File: src/rtl/frame_whitener_pkg.sv
package frame_whitener_pkg;

   // Action decided for one accepted word
   typedef enum logic [2:0] {
      ACT_IDLE = 3'd0,
      ACT_PASS = 3'd1,
      ACT_SOF  = 3'd2,
      ACT_EOF  = 3'd3,
      ACT_PAY  = 3'd4,
      ACT_FILL = 3'd5
   } fw_act_e;

   localparam int unsigned FW_DEF_LFSR_W = 16;
   localparam logic [FW_DEF_LFSR_W-1:0] FW_DEF_TAPS = 16'hD008;

endpackage

File: src/rtl/fw_keystream.sv
// Unrolled LFSR: produces OUT_W keystream bits and the state after OUT_W steps.
module fw_keystream #(
   parameter int unsigned LFSR_W = 16,
   parameter int unsigned OUT_W  = 32,
   parameter logic [LFSR_W-1:0] TAP_MASK = 16'hD008
) (
   input  logic [LFSR_W-1:0] state_i,
   output logic [OUT_W-1:0]  ks_o,
   output logic [LFSR_W-1:0] next_o
);

   if (LFSR_W < 2) begin : g_bad_w
      $error("fw_keystream: LFSR_W must be at least 2");
   end
   if (TAP_MASK[LFSR_W-1] == 1'b0) begin : g_bad_taps
      $error("fw_keystream: top tap must be set");
   end

   logic [LFSR_W-1:0] chain [OUT_W+1];

   assign chain[0] = state_i;

   for (genvar g = 0; g < OUT_W; g++) begin : g_step
      assign ks_o[g]     = chain[g][LFSR_W-1];
      assign chain[g+1]  = {chain[g][LFSR_W-2:0], ^(chain[g] & TAP_MASK)};
   end

   assign next_o = chain[OUT_W];

endmodule

File: src/rtl/fw_classify.sv
// Decodes the flag inputs into one action per accepted word.
module fw_classify
   import frame_whitener_pkg::*;
(
   input  logic    in_valid,
   input  logic    in_prim,
   input  logic    in_sof,
   input  logic    in_eof,
   input  logic    in_cont,
   input  logic    in_frame,
   output fw_act_e act_o
);

   always_comb begin
      if (!in_valid)     act_o = ACT_IDLE;
      else if (in_sof)   act_o = ACT_SOF;
      else if (in_eof)   act_o = ACT_EOF;
      else if (in_prim)  act_o = ACT_PASS;
      else if (in_cont)  act_o = ACT_FILL;
      else if (in_frame) act_o = ACT_PAY;
      else               act_o = ACT_PASS;
   end

endmodule

File: src/rtl/fw_payload_lane.sv
// Payload keystream register with frame-start reseed and optional sequence wrap.
module fw_payload_lane #(
   parameter int unsigned LFSR_W   = 16,
   parameter int unsigned OUT_W    = 32,
   parameter logic [LFSR_W-1:0] TAP_MASK = 16'hD008,
   parameter logic [LFSR_W-1:0] SEED     = '1,
   parameter int unsigned WRAP_LEN = 2048,
   localparam int unsigned CNT_W   = (WRAP_LEN > 1) ? $clog2(WRAP_LEN) : 1
) (
   input  logic              clk,
   input  logic              rst_n,
   input  logic              load_i,
   input  logic              adv_i,
   output logic [OUT_W-1:0]  ks_o,
   output logic [LFSR_W-1:0] state_o,
   output logic [CNT_W-1:0]  wrap_cnt_o
);

   if (WRAP_LEN == 1) begin : g_bad_wrap
      $error("fw_payload_lane: WRAP_LEN must be 0 or at least 2");
   end

   logic [LFSR_W-1:0] state_q;
   logic [LFSR_W-1:0] state_nx;

   fw_keystream #(
      .LFSR_W  (LFSR_W),
      .OUT_W   (OUT_W),
      .TAP_MASK(TAP_MASK)
   ) u_ks (
      .state_i(state_q),
      .ks_o   (ks_o),
      .next_o (state_nx)
   );

   if (WRAP_LEN > 0) begin : g_wrap
      logic [CNT_W-1:0] cnt_q;
      logic             at_end;

      assign at_end = (32'(cnt_q) == WRAP_LEN - 1);

      always_ff @(posedge clk) begin
         if (!rst_n) begin
            state_q <= SEED;
            cnt_q   <= '0;
         end else if (load_i) begin
            state_q <= SEED;
            cnt_q   <= '0;
         end else if (adv_i) begin
            if (at_end) begin
               state_q <= SEED;
               cnt_q   <= '0;
            end else begin
               state_q <= state_nx;
               cnt_q   <= cnt_q + 1'b1;
            end
         end
      end

      assign wrap_cnt_o = cnt_q;
   end else begin : g_nowrap
      always_ff @(posedge clk) begin
         if (!rst_n)      state_q <= SEED;
         else if (load_i) state_q <= SEED;
         else if (adv_i)  state_q <= state_nx;
      end

      assign wrap_cnt_o = '0;
   end

   assign state_o = state_q;

endmodule

File: src/rtl/fw_fill_lane.sv
// Filler keystream register, reseeded only by a link reset.
module fw_fill_lane #(
   parameter int unsigned LFSR_W   = 16,
   parameter int unsigned OUT_W    = 32,
   parameter logic [LFSR_W-1:0] TAP_MASK = 16'hD008,
   parameter logic [LFSR_W-1:0] SEED     = '1
) (
   input  logic              clk,
   input  logic              rst_n,
   input  logic              link_rst_i,
   input  logic              adv_i,
   output logic [OUT_W-1:0]  ks_o,
   output logic [LFSR_W-1:0] state_o
);

   logic [LFSR_W-1:0] state_q;
   logic [LFSR_W-1:0] state_eff;
   logic [LFSR_W-1:0] state_nx;

   assign state_eff = link_rst_i ? SEED : state_q;

   fw_keystream #(
      .LFSR_W  (LFSR_W),
      .OUT_W   (OUT_W),
      .TAP_MASK(TAP_MASK)
   ) u_ks (
      .state_i(state_eff),
      .ks_o   (ks_o),
      .next_o (state_nx)
   );

   always_ff @(posedge clk) begin
      if (!rst_n)     state_q <= SEED;
      else if (adv_i) state_q <= state_nx;
      else            state_q <= state_eff;
   end

   assign state_o = state_q;

endmodule

File: src/rtl/frame_whitener.sv
// Frame payload whitener / de-whitener with continue-filler keystream.
module frame_whitener
   import frame_whitener_pkg::*;
#(
   parameter int unsigned WORD_W   = 32,
   parameter int unsigned LFSR_W   = FW_DEF_LFSR_W,
   parameter logic [LFSR_W-1:0] TAP_MASK = FW_DEF_TAPS,
   parameter logic [LFSR_W-1:0] SEED     = '1,
   parameter int unsigned WRAP_LEN = 2048,
   localparam int unsigned CNT_W   = (WRAP_LEN > 1) ? $clog2(WRAP_LEN) : 1
) (
   input  logic              clk,
   input  logic              rst_n,
   input  logic              in_valid,
   input  logic [WORD_W-1:0] in_word,
   input  logic              in_prim,
   input  logic              in_sof,
   input  logic              in_eof,
   input  logic              in_cont,
   input  logic              link_rst,
   output logic              out_valid,
   output logic [WORD_W-1:0] out_word
);

   if (WORD_W < 1) begin : g_bad_word
      $error("frame_whitener: WORD_W must be positive");
   end

   fw_act_e           act;
   logic              in_frame;
   logic [WORD_W-1:0] pay_ks;
   logic [WORD_W-1:0] fill_ks;
   logic [WORD_W-1:0] mask;
   logic [LFSR_W-1:0] pay_state;
   logic [LFSR_W-1:0] fill_state;
   logic [CNT_W-1:0]  wrap_cnt;

   fw_classify u_cls (
      .in_valid(in_valid),
      .in_prim (in_prim),
      .in_sof  (in_sof),
      .in_eof  (in_eof),
      .in_cont (in_cont),
      .in_frame(in_frame),
      .act_o   (act)
   );

   fw_payload_lane #(
      .LFSR_W  (LFSR_W),
      .OUT_W   (WORD_W),
      .TAP_MASK(TAP_MASK),
      .SEED    (SEED),
      .WRAP_LEN(WRAP_LEN)
   ) u_pay (
      .clk       (clk),
      .rst_n     (rst_n),
      .load_i    (act == ACT_SOF),
      .adv_i     (act == ACT_PAY),
      .ks_o      (pay_ks),
      .state_o   (pay_state),
      .wrap_cnt_o(wrap_cnt)
   );

   fw_fill_lane #(
      .LFSR_W  (LFSR_W),
      .OUT_W   (WORD_W),
      .TAP_MASK(TAP_MASK),
      .SEED    (SEED)
   ) u_fill (
      .clk       (clk),
      .rst_n     (rst_n),
      .link_rst_i(link_rst),
      .adv_i     (act == ACT_FILL),
      .ks_o      (fill_ks),
      .state_o   (fill_state)
   );

   always_ff @(posedge clk) begin
      if (!rst_n)              in_frame <= 1'b0;
      else if (act == ACT_SOF) in_frame <= 1'b1;
      else if (act == ACT_EOF) in_frame <= 1'b0;
   end

   always_comb begin
      unique case (act)
         ACT_PAY:  mask = pay_ks;
         ACT_FILL: mask = fill_ks;
         default:  mask = '0;
      endcase
   end

   always_ff @(posedge clk) begin
      if (!rst_n) begin
         out_valid <= 1'b0;
         out_word  <= '0;
      end else begin
         out_valid <= in_valid;
         if (in_valid) out_word <= in_word ^ mask;
      end
   end

endmodule

File: config.mk
export PLATFORM = sky130hd
export DESIGN_NAME = frame_whitener
export DESIGN_NICKNAME = d
export VERILOG_FILES = /design/src/rtl/frame_whitener_pkg.sv /design/src/rtl/fw_keystream.sv /design/src/rtl/fw_classify.sv /design/src/rtl/fw_payload_lane.sv /design/src/rtl/fw_fill_lane.sv /design/src/rtl/frame_whitener.sv
export SDC_FILE = /design/constraint.sdc
export NUM_CORES = 1
export LEC_CHECK = 0
export ABC_AREA = 0
export BUFFER_PORTS_ARGS = -buffer_cell sky130_fd_sc_hd__buf_2
export CORE_UTILIZATION = 50
export CTS_BUF_LIST = sky130_fd_sc_hd__clkbuf_8 sky130_fd_sc_hd__clkbuf_16
export DETAILED_ROUTE_END_ITERATION = 8
export MAX_ROUTING_LAYER = met4
export PLACE_DENSITY = 0.71
export SLEW_MARGIN = 20
export SYNTH_ARGS = -nofsm -noshare
export SYNTH_HDL_FRONTEND = slang
export SYNTH_SLANG_ARGS = --single-unit
export TNS_END_PERCENT = 100
File: constraint.sdc
create_clock -name clk -period 3.8 [get_ports clk]
set_clock_uncertainty 0.05 [all_clocks]
set_input_delay 0.19 -clock clk [delete_from_list [all_inputs] [get_ports clk]]
set_output_delay 0.19 -clock clk [all_outputs]
set_load 0.01 [all_outputs]
==> run metrics <==
outcome complete, no violations; crit-path max cell delay between 0.4 and 0.5 ns; Mapped Nets between 600 and 700; critical path depth 9; flop-to-flop setup slack 0.47 ns; endpoint type of the worst setup path flop; Worst setup startpoint u_fill.state_o[11]; Routed Antenna Nets 0; Tot GR Track Use 26.5%; vias in the first global route approximately 4500; top cells by area, synth dfxtp_1 27%, xnor2_1 26%, xor2_1 6.5%; synthesis-to-layout area growth 10.9%; die footprint 0.0117 sq mm; number of buffers created by CTS 9; Post-Syn Area roughly 0.0056 sq mm; relative max-transition margin 28.7%; r2r endpoint u_fill.state_o[0]; Cell Int Power 1.28 mW; first-pass GRT wire length about 23000 microns; Peak Freq 300 MHz; total I/O pin count 73; Nets ~730; Clock power frac a little under a third; depth of the most critical reg-to-reg path 9; Seq/Total Area, Yosys ~27%; RD Place Congestion ~0.96; Cells after Synth ~640; CTS Hold Bufs 0; share of the synthesized area in the top cell type between 20% and 30%; # port buffers a little over 70; H-tree depth 3; CTS tree yes; Period minus WS final around 3.3 ns; RSZ-0062 raised after global routing false; Yosys cell types 38; Initial Util approximately half; Comb power frac 22.6%; Pwr Total between 1.5 and 2 mW; layout cells sized above 1 16.3%; GRT overflow 0; # DRC 0; max_cap viols 0; Required @ worst endpoint roughly 4 ns; wire length per cell 16.8 microns; Crit Path Max Fanout 5; synthesized area per cell just under 9 sq um; die extent in y around 110 microns; final hold viol count 0; core box area ~0.011 sq mm; fill cell count between 900 and 1000; RR Startpoint u_fill.state_o[11]; clk sink count between 70 and 80; period utilization 87.7%; async set or reset register ratio after synthesis 0%; worst hold start in_sof; setup repair bufs after CTS 0; die width around 110 microns; Crit-path slowest cell xnor3_2; CP delay by family, top XOR/XNOR gates; Clock Latency Late Sink 0.37 ns; sequential power share between 40 and 50%; DR pass1 iterations 4; Post-Route WL around 14000 microns; max-slew violation count 0; switching pwr 0.550 mW; ANT cells 0; CTS root buffer clkbuf_8; Synth Warn # 0; Setup TNS 0 ns; Post-Layout Cell Count approximately 840; biggest area consumer among synthesized cells dfxtp_1; top_reg_cell synth dfxtp_1; DRT iter0 DRCs between 200 and 300; Post-synth EDFFs 0; Pleak 2.57 nW; Longest Clk Path Bufs 2; placed cell areas slightly above 0.006 sq mm; endpoints failing setup 0; crit path kind reg -> reg; CTS-repair resized insts 0; CP cell instances xnor3_2, xnor3_2, xnor3_2, nor2_4, xor3_1, xnor3_1, xor2_1, xnor2_1, a21o_1; startpoint type of the worst setup path flop; crit path buf inv count 0; FF+latch count, synth slightly below 80; Switching Fraction 30.1%; total number of vias approximately 4400; DP Wirelength about 11000 microns; largest net degree at the start of global routing ~50; Hold WS between 0.06 and 0.07 ns; Placed Cells 819; type of the most critical hold path in -> reg; Arr. time, crit path about 3.6 ns; most frequent CP cell xnor3_2; Max VDD drop roughly 220 uV; site row count 38; final instance area slightly above 0.006 sq mm; Clk pin slew, worst setup/hold paths 0.08 ns; slew of the pin with the lowest slew margin 1.07 ns; crit path capture u_fill.state_o[0]; P per Cell Area just under 300 mW/mm^2; initial antenna violation count 0; routed vias/inst about 5.3
-- synth_stat cells (2+ instances only) --
| cell | count |
|---|---|
| xnor2_1 | 168 |
| dfxtp_1 | 77 |
| nor2_1 | 64 |
| nand2_1 | 46 |
| xor2_1 | 42 |
| mux2i_1 | 33 |
| nor2b_1 | 33 |
| clkbuf_1 | 31 |
| a21oi_1 | 27 |
| o21ai_0 | 20 |
| o211ai_1 | 17 |
| nor3_1 | 11 |
| buf_1 | 9 |
| a22oi_1 | 8 |
| xnor3_1 | 8 |
| buf_2 | 6 |
| xnor3_2 | 5 |
| mux2_2 | 4 |
| nand4_1 | 4 |
| and2_1 | 3 |
| or3_1 | 3 |
| xor3_1 | 3 |
| a21o_1 | 2 |
| and3_1 | 2 |
| clkbuf_2 | 2 |
| nand3_1 | 2 |
| nand3b_1 | 2 |
-- cells by family (layout without fill, tap and decap cells) --
family,count (synthesis),in the layout,share of synthesized area (%)
xor+xnor,227,227,39.6
simple gates,174,174,14.4
compound gates,77,77,8.12
flops,77,77,27.4
buf+inv,50,102,3.58
mux,37,37,6.68
fa+ha+maj,1,1,0.222
-- area by class of cell --
| cell class | count | area (sq um) | area share [%] |
|---|---|---|---|
| clock inverters | 7 | 51.3 | 0.822 |
| flip-flops and latches | 77 | 1540 | 24.7 |
| multi-input cells | 516 | 3880 | 62.3 |
| repair buffers | 85 | 458 | 7.34 |
| clock buffers | 9 | 124 | 1.99 |
| well taps | 140 | 175 | 2.81 |
| inverters | 1 | 3.75 | 0.0602 |
-- placed cells by master, fill, tap and decap left out, drive strengths merged, types with 2 or more instances in the layout --
master and n:
nand3b 2, o21ai 21, and3 2, nand4 4
nor3 11, a21o 2, xnor3 13, a22oi 8
clkbuf 9, o211ai 17, nand2 46, dfxtp 77
buf 85, nor2 66, and2 3, xor3 3
nor2b 33, clkinvlp 4, mux2 4, inv 3
a21oi 27, mux2i 33, nand3 2, xor2 42
xnor2 169, or3 3
-- worst min-delay path, delay by kind of cell --
| kind | cells | cell delay (ns) |
|---|---|---|
| and+or+nand+nor | 1 | 0.07 |
| buffers and inverters | 1 | 0.11 |
| AOI/OAI and AO/OA | 1 | 0.07 |
-- registers in the layout, summed over array words and instances, names as in the netlist --
name,cells
u_fill.state_o,16
in_frame,1
out_word,32
u_pay.state_o,16
out_valid,1
u_pay.wrap_cnt_o,11
-- power groups by stage --
stage               combinational, mW  clock (mW)  sequential [mW]
finish                          0.414       0.564            0.849
global route                    0.451       0.614            0.852
CTS                             0.414       0.584            0.849
detailed placement              0.412           0            0.868
global placement                0.405           0            0.867
floorplan                       0.297           0            0.874
-- worst min-delay path by stage --
stage,endpoint,cells after the start
floorplan,in_frame,2
CTS,in_frame,3
finish,in_frame,3
global route,in_frame,3
detailed placement,u_pay.wrap_cnt_o[10],2
global placement,u_pay.wrap_cnt_o[10],2
-- layer usage --
layer  global-route usage, %  vias up  routed length, microns  part of all wire [%]
met1                    32.0     2101                    6050                    43
li1                        -     2181                       -                     -
met3                    6.21       23                     800                   5.7
met2                    43.6      115                    6910                    49
met5                       -        -                       0                     0
met4                    8.41        0                     297                   2.1
-- through the flow --
step                worst slack, ns  util, %
finish                        0.468     57.3
detailed placement            0.503     55.7
floorplan                     0.691        -
CTS                           0.497     57.3
global placement              0.597     55.6
global route                  0.299     57.3
(Power assumes the default switching activity.)
